==> config.mk <==
export PLATFORM = sky130hd
export DESIGN_NAME = ilv_bank_ctrl
export DESIGN_NICKNAME = d
export VERILOG_FILES = /design/src/rtl/ilv_bank_ctrl.sv
export SDC_FILE = /design/constraint.sdc
export NUM_CORES = 2
export LEC_CHECK = 0
export BUFFER_PORTS_ARGS = -buffer_cell sky130_fd_sc_hd__buf_2
export CORE_ASPECT_RATIO = 1.25
export CORE_MARGIN = 4
export CORE_UTILIZATION = 55
export CTS_BUF_LIST = sky130_fd_sc_hd__clkbuf_8
export CTS_CLUSTER_DIAMETER = 200
export CTS_CLUSTER_SIZE = 20
export DETAILED_ROUTE_END_ITERATION = 12
export PLACE_DENSITY = 0.73
export SYNTH_ARGS = -nofsm -noshare
export SYNTH_HDL_FRONTEND = slang
export SYNTH_MEMORY_MAX_BITS = 65536
export SYNTH_SLANG_ARGS = --single-unit
==> constraint.sdc <==
create_clock -name clk -period 6.18 [get_ports clk]
set_input_delay 0.618 -clock clk [delete_from_list [all_inputs] [get_ports clk]]
set_output_delay 0.618 -clock clk [all_outputs]
set_load 0.01 [all_outputs]
==> src/rtl/ilv_bank_ctrl.sv <==
module ilv_bank_ctrl #(
  parameter int AW     = 8,
  parameter int DW     = 16,
  parameter int NBANK  = 4,
  parameter int NSUPER = 2,
  parameter int CYC    = 3,
  parameter int QD     = 8
) (
  input  logic          clk,
  input  logic          rst_n,
  input  logic          req_valid,
  input  logic          req_write,
  input  logic          req_line,
  input  logic [AW-1:0] req_addr,
  input  logic [DW-1:0] req_wdata,
  output logic          req_ready,
  output logic          rsp_valid,
  output logic [DW-1:0] rsp_data
);
  localparam int BB  = $clog2(NBANK);
  localparam int SB  = $clog2(NSUPER);
  localparam int SBW = (SB > 0) ? SB : 1;
  localparam int NT  = NBANK * NSUPER;
  localparam int TW  = $clog2(NT);
  localparam int RW  = AW - BB - SB;
  localparam int RD  = 1 << RW;
  localparam int QW  = $clog2(QD);
  localparam int CW  = (CYC > 1) ? $clog2(CYC) : 1;

  logic [BB-1:0]  bk;
  logic [SBW-1:0] sb;
  logic [RW-1:0]  row;
  logic [TW-1:0]  gid;
  logic           line_mode, line_ok, acc, pop;

  assign bk  = req_addr[BB-1:0];
  assign row = req_addr[BB +: RW];

  generate
    if (SB > 0) begin : g_sb
      assign sb = req_addr[AW-1 -: SB];
    end else begin : g_nosb
      assign sb = '0;
    end
  endgenerate

  assign gid       = TW'(int'(sb) * NBANK + int'(bk));
  assign line_mode = req_line && !req_write;

  logic [CW-1:0] cnt [NT];
  logic [NT-1:0] pend, idle, sel;
  logic [DW-1:0] dbuf [NT];
  logic [DW-1:0] mem  [NT][RD];

  always_comb begin
    for (int g = 0; g < NT; g++) begin
      idle[g] = (cnt[g] == '0) && !pend[g];
      sel[g]  = acc && (line_mode ? (int'(sb) == g / NBANK) : (int'(gid) == g));
    end
  end

  always_comb begin
    line_ok = 1'b1;
    for (int k = 0; k < NBANK; k++)
      if (!idle[TW'(int'(sb) * NBANK + k)]) line_ok = 1'b0;
  end

  logic [TW-1:0] tq [QD];
  logic [QW:0]   wp, rp, used;
  logic [TW-1:0] head;
  int            free_slots;

  assign used       = wp - rp;
  assign free_slots = QD - int'(used);
  assign head       = tq[rp[QW-1:0]];

  assign req_ready = line_mode ? (line_ok && free_slots >= NBANK)
                               : (idle[gid] && (req_write || free_slots >= 1));
  assign acc       = req_valid && req_ready;
  assign rsp_valid = (wp != rp) && pend[head] && (cnt[head] == '0);
  assign rsp_data  = dbuf[head];
  assign pop       = rsp_valid;

  always_ff @(posedge clk) begin
    if (!rst_n) begin
      for (int g = 0; g < NT; g++) cnt[g] <= '0;
      pend <= '0;
    end else begin
      for (int g = 0; g < NT; g++) begin
        if (sel[g]) begin
          cnt[g]  <= CW'(CYC - 1);
          pend[g] <= !req_write;
        end else begin
          if (cnt[g] != '0) cnt[g] <= cnt[g] - 1'b1;
          if (pop && int'(head) == g) pend[g] <= 1'b0;
        end
      end
    end
  end

  always_ff @(posedge clk) begin
    for (int g = 0; g < NT; g++) begin
      if (sel[g]) begin
        if (req_write) mem[g][row] <= req_wdata;
        else           dbuf[g]     <= mem[g][row];
      end
    end
  end

  always_ff @(posedge clk) begin
    if (!rst_n) begin
      wp <= '0;
      rp <= '0;
    end else begin
      if (acc && line_mode)      wp <= wp + (QW+1)'(NBANK);
      else if (acc && !req_write) wp <= wp + 1'b1;
      if (pop) rp <= rp + 1'b1;
    end
  end

  always_ff @(posedge clk) begin
    if (acc && line_mode) begin
      for (int k = 0; k < NBANK; k++)
        tq[QW'(int'(wp[QW-1:0]) + k)] <= TW'(int'(sb) * NBANK + k);
    end else if (acc && !req_write) begin
      tq[wp[QW-1:0]] <= gid;
    end
  end
endmodule

Word level (Yosys, flattened, before mapping)
Memory sizes are Yosys's and may differ from the RTL's. A register that Yosys moved wholly into a read port is not among the register bits.
Index checks and enable logic that the tools add are counted.
Widths: inputs -> output; s select.

word-level totals
  register bits after elaboration = 16
  memory bits (writable) = 4264
  input bits = 29
  output and inout bits = 18
  word-level logic and storage cells = 380
  memories = 4

memory list
  memory  depth  bits a word  read ports  clocked after memory_dff  write ports  line  RTL
  mem     8      512          8           0                         1            53    logic [DW-1:0] mem [NT][RD];
  dbuf    8      16           1           0                         4            52    logic [DW-1:0] dbuf [NT];
  tq      8      3            1           1                         4            68    logic [TW-1:0] tq [QD];
  cnt     8      2            9           0                         8            50    logic [CW-1:0] cnt [NT];

operators by class
  add/subtract/negate cells = 20
  magnitude comparators = 10
  eq/ne operators = 15
  multiplexer cells = 220
  bitwise logic cells = 19
  reductions and logical operators = 82

operator list
  cell                 number
  $mux 512             22
  $reduce_or 512->1    7
  $bmux 16 s5          8
  $mux 16              21
  $mux 1               131
  $demux 16 s5         1
  $reduce_or 16->1     4
  $mux 3               14
  $reduce_bool 2->1    17
  $logic_and 1x1->1    33
  $mux 2               16
  $eq 3x3->1 const B   8
  $lt 3x5->1 const B   4
  $logic_not 2->1      9
  $or 1x1->1           17
  $sub 2x1->2 const B  8
  $bmux 1 s3           5
  $add 3x2->3 const B  4
  $eq 3x2->1 const B   4
  $logic_not 1->1      9
  $add 4x1->4 const B  2
  $lt 3x4->1 const B   2
  $mux 4               2
  $add 3x1->3 const B  2
  14 further kinds     16

Logic depth before layout (Yosys ltp)
  word-level depth = 22
  gate-level depth with buffers = 15
  mapped depth without buffers = 12

Least setup slack after synthesis
No wires, ideal clock.

  path type = register to register
  start = register wp[0]
  end = memory dbuf[1][0] (enable)
  library setup time = 409 ps
  data arrival time = 4222 ps
  data required time = 5771 ps
  setup slack = 1549 ps
  stages on the path, launching flop included = 14
  buffers on the path = 3
  period minus slack after synthesis = 4631 ps
  cells stage by stage = dfxtp_1 > clkbuf_1 > clkinv_1 > ha_1 > fa_1 > ha_1 > nand2_1 > nor4_1 > or4_1 > buf_2 > a21oi_1 > buf_2 > nand2_1 > nor3_1

RTL lines
  element                 line  RTL
  from (decl)             69    logic [QW:0] wp, rp, used;
  from (signal assigned)  115   if (acc && line_mode) wp <= wp + (QW+1)'(NBANK);
  from (signal assigned)  116   else if (acc && !req_write) wp <= wp + 1'b1;
  to (decl)               52

==> results by group <==
Run status
  – Outcome: finished clean

Finish
  – Area delta synth->final: 6.545%
  – Layout cells sized above 1: 23.95%
  – Filler cells: 20250
  – NumNets Final: 7547

Power and ir drop
  – Final Power: 47.84 mW
  – Logic gate share of total power: 8.4%
  – Sw Pwr: 11.02 mW
  – LEAKAGE: 51.93 nW
  – Internal: 36.83 mW
  – Sw frac: 23.02%
  – Flop pwr share: 67.2%
  – Clock power frac: 24.4%
  – Pwr dens: 276.6 mW/mm²
  – Worst ir drop on vdd: 0.1744 mV

Min path
  – Hold Crit Class: in2reg

Clocking
  – H-tree depth: 4
  – Inserted Clock Buffers: 240
  – Clk slew on worst S/H paths: 0.13 ns
  – # clock sinks: 4283
  – Clock Latency Late Sink: 1.10 ns
  – CTS tree: done
  – Root buf cell: clkbuf_8
  – Max clock buf depth: 4
  – Setup bufs post-CTS: 0

Logic synthesis
  – Netlist Area Pre-Place: 0.1623 mm²
  – Async SR Flop Fraction: 0%
  – Main synth FF type: edfxtp_1
  – Mean Syn Cell Area: 22.30 µm²
  – Yosys warns: 0
  – Post-synth EDFFs: 4248
  – Post-synthesis register bit count: 4283
  – Post-Synthesis Cells: 7281
  – Net Count, Synth: 7328
  – Cell variety after synth: 72
  – Sequential area share after synthesis: 79.01%

Detailed routing
  – Initial drt markers: 13220
  – Via count: 78340
  – Pre-antenna DRT Iters: 9
  – DRC viols: 0
  – Vias per cell: 6.828
  – WL final: 412800 µm
  – Antenna-violating nets left: 0
  – DR WL/cell: 35.98 µm

Placed design
  – Routability cong.: 0.9492
  – Port Buffers: 46
  – HPWL Detailed: 247900 µm

Critical path
  – Crit-path max FO: 38
  – Critical path launch point type: flip-flop
  – CP Class: reg2out
  – Worst EP arrival: 5.07 ns
  – Critical Path RT: 5.56 ns
  – Critical Path End Type: output pin

Global route
  – Antenna violations before repair: 29
  – GRT Overall Usage: 27.10%
  – First-pass GRT wire length: 585900 µm
  – Remaining Overflow, GRT: 0
  – Vias in the first global route: 77000
  – Largest net degree at the start of global routing: 181

Floorplan
  – Horiz. Die Dim: 493.9 µm
  – Row count: 222
  – Die area: 0.3040 mm²
  – Initial cell density of the core: 55.35%
  – Ports: 47
  – Placeable Area: 0.2933 mm²
  – Die Y: 615.4 µm

Timing
  – Fin crit period: 5.683 ns
  – Final period util: 91.96%
  – Hold Fails Final Rpt: 0
  – Count of final setup violators: 0
  – Slew @ Worst Pin: 1.394 ns
  – Max-slew headroom: 7.036%
  – Max-slew violations: 0
  – Final setup TNS: 0 ns
  – RSZ-0062 raised after global routing: no
  – Skew final: 0.07054 ns
  – Peak Freq: 176.0 MHz

Run
  – Max_cap viols: 0
[sequential cells by signal, summed over array words and instances (netlist names), named ones only]
name,flops
wp,4
tq,24
dbuf,128
cnt,16
mem,4096
pend,8
rp,4
[routing by layer]
metal	wire [µm]	GRT usage, %	share of wire (%)
met4	20600	11.29	5.0
met2	201500	42.96	49
met3	45730	5.416	11
met1	144900	37.40	35
met5	162	0	0.039
[final timing paths]
path	from	endpoint	slack, ns	cells past startpoint
worst max register to register	wp[1]	mem[1][687]	0.97	11
worst min-delay path	req_wdata[14]	mem[1][558]	0.02	1
worst max-delay path	flip-flop	rsp_data[14]	0.50	8
worst min register to register	tq[1][1]	tq[1][1]	0.48	1
[cells in the mapped netlist, types with 4 or more instances]
library cell | count | area (µm²)
nor2b_1 | 10 | 62.56
buf_1 | 124 | 465.5
ha_1 | 17 | 212.7
o21ai_0 | 51 | 255.2
inv_1 | 38 | 142.6
mux4_2 | 1031 | 23220
a21o_1 | 6 | 45.04
nor2_1 | 264 | 991.0
nor4_1 | 6 | 37.54
o31ai_1 | 5 | 37.54
edfxtp_1 | 4248 | 127600
nor2_2 | 10 | 62.56
o41ai_1 | 5 | 43.79
buf_6 | 4 | 45.04
nand2_1 | 231 | 867.1
a21oi_1 | 32 | 160.2
nand3_2 | 4 | 40.04
nor3_1 | 19 | 95.09
nor3b_1 | 6 | 45.04
dfxtp_1 | 35 | 700.7
nand4_1 | 130 | 813.3
o211ai_1 | 16 | 120.1
nand3_1 | 56 | 280.3
a211oi_1 | 4 | 30.03
o32ai_1 | 9 | 78.83
and3_1 | 14 | 87.58
a22oi_1 | 513 | 3851
a31oi_1 | 6 | 37.54
buf_2 | 19 | 95.09
nand2b_1 | 5 | 31.28
clkbuf_1 | 278 | 1044
mux2i_1 | 13 | 130.1
or2_2 | 7 | 43.79
o22ai_1 | 9 | 56.30
[power groups by stage]
stage / combinational (mW) / sequential [mW] / clock (mW)
after global placement: 3.88 / 32.8 / 0
final: 4.03 / 32.1 / 11.7
after floorplan: 2.00 / 32.8 / 0
after detailed placement: 3.96 / 32.8 / 0
after global routing: 4.16 / 32.1 / 13.0
after CTS: 3.97 / 32.1 / 11.8
[cell families (layout without fill, tap and decap cells)]
| group | after synthesis | in the layout | synth area share [%] |
|---|---|---|---|
| other | 0 | 26 | 0 |
| AND/OR/NAND/NOR | 784 | 784 | 2.259 |
| AO/OA/AOI/OAI | 680 | 680 | 3.056 |
| flip-flops | 4283 | 4283 | 79.01 |
| buffers and inverters | 466 | 712 | 1.113 |
| adder cells (fa/ha/maj) | 18 | 18 | 0.1433 |
| XOR/XNOR | 4 | 4 | 0.02621 |
| multiplexers | 1046 | 1046 | 14.40 |
[repair_timing]
item,4_1_cts,5_1_grt
hold buffers,5,0
gates resized for setup,0,0
endpoints found under the hold margin,36,0
[area by class of cell]
| cell class | count | area (µm²) | area share, % |
|---|---|---|---|
| tap | 3920 | 4905 | 2.836 |
| clock buffer | 242 | 3331 | 1.926 |
| timing repair buffer | 403 | 3558 | 2.057 |
| inverter | 40 | 150.1 | 0.08680 |
| multi-input combinational | 2532 | 32570 | 18.83 |
| sequential | 4283 | 128300 | 74.15 |
| clock inverter | 27 | 130.1 | 0.07523 |
| antenna | 26 | 65.06 | 0.03761 |
[cells in the final DEF (no fill, tap or decap), types with 5 or more instances in the layout]
cell type | Yosys | final
or2_2 | 7 | 7
and3_1 | 14 | 13
o41ai_1 | 5 | 5
buf_4 | 1 | 316
dfxtp_1 | 35 | 35
nand2_1 | 231 | 200
dlygate4sd3_1 | 0 | 5
diode_2 | 0 | 26
inv_1 | 38 | 61
buf_12 | 0 | 37
ha_1 | 17 | 17
a21o_1 | 6 | 6
o31ai_1 | 5 | 5
a21oi_1 | 32 | 32
mux2i_1 | 13 | 10
nor2_2 | 10 | 61
mux4_2 | 1031 | 1031
nor3_1 | 19 | 16
clkbuf_8 | 0 | 242
nor2_1 | 264 | 212
nand4_1 | 130 | 130
nand3_1 | 56 | 56
buf_8 | 0 | 17
nand2b_1 | 5 | 5
nor2b_1 | 10 | 10
o21ai_0 | 51 | 51
nand2_2 | 0 | 31
o211ai_1 | 16 | 16
o32ai_1 | 9 | 9
a22oi_1 | 513 | 513
edfxtp_1 | 4248 | 4248
buf_2 | 19 | 28
a31oi_1 | 6 | 6
nor4_1 | 6 | 6
o22ai_1 | 9 | 9
[through the flow]
step	instance area [µm²]	utilization (%)	worst slack (ns)	hold slack [ns]	instances
floorplan	162300	-	1.549	0.4304	7281
global placement	169400	57.75	1.229	0.4500	11170
detailed placement	169400	57.75	1.075	0.4535	11170
CTS	172900	58.95	0.6040	0.002296	11450
global route	172900	58.95	0.3758	-0.004631	11450
finish	173000	58.97	0.4969	0.02454	11470
[worst max-delay path, stage by stage, from the launching register on]
cell     delay (ns)
dfxtp_1        0.58
mux4_2         0.36
mux2_2         0.88
buf_4          0.50
nand2_1        0.10
nand3_1        0.09
o21ai_0        0.09
o21ai_0        1.05
buf_2          0.30
No activity file was read; power rests on OpenSTA's default activity.
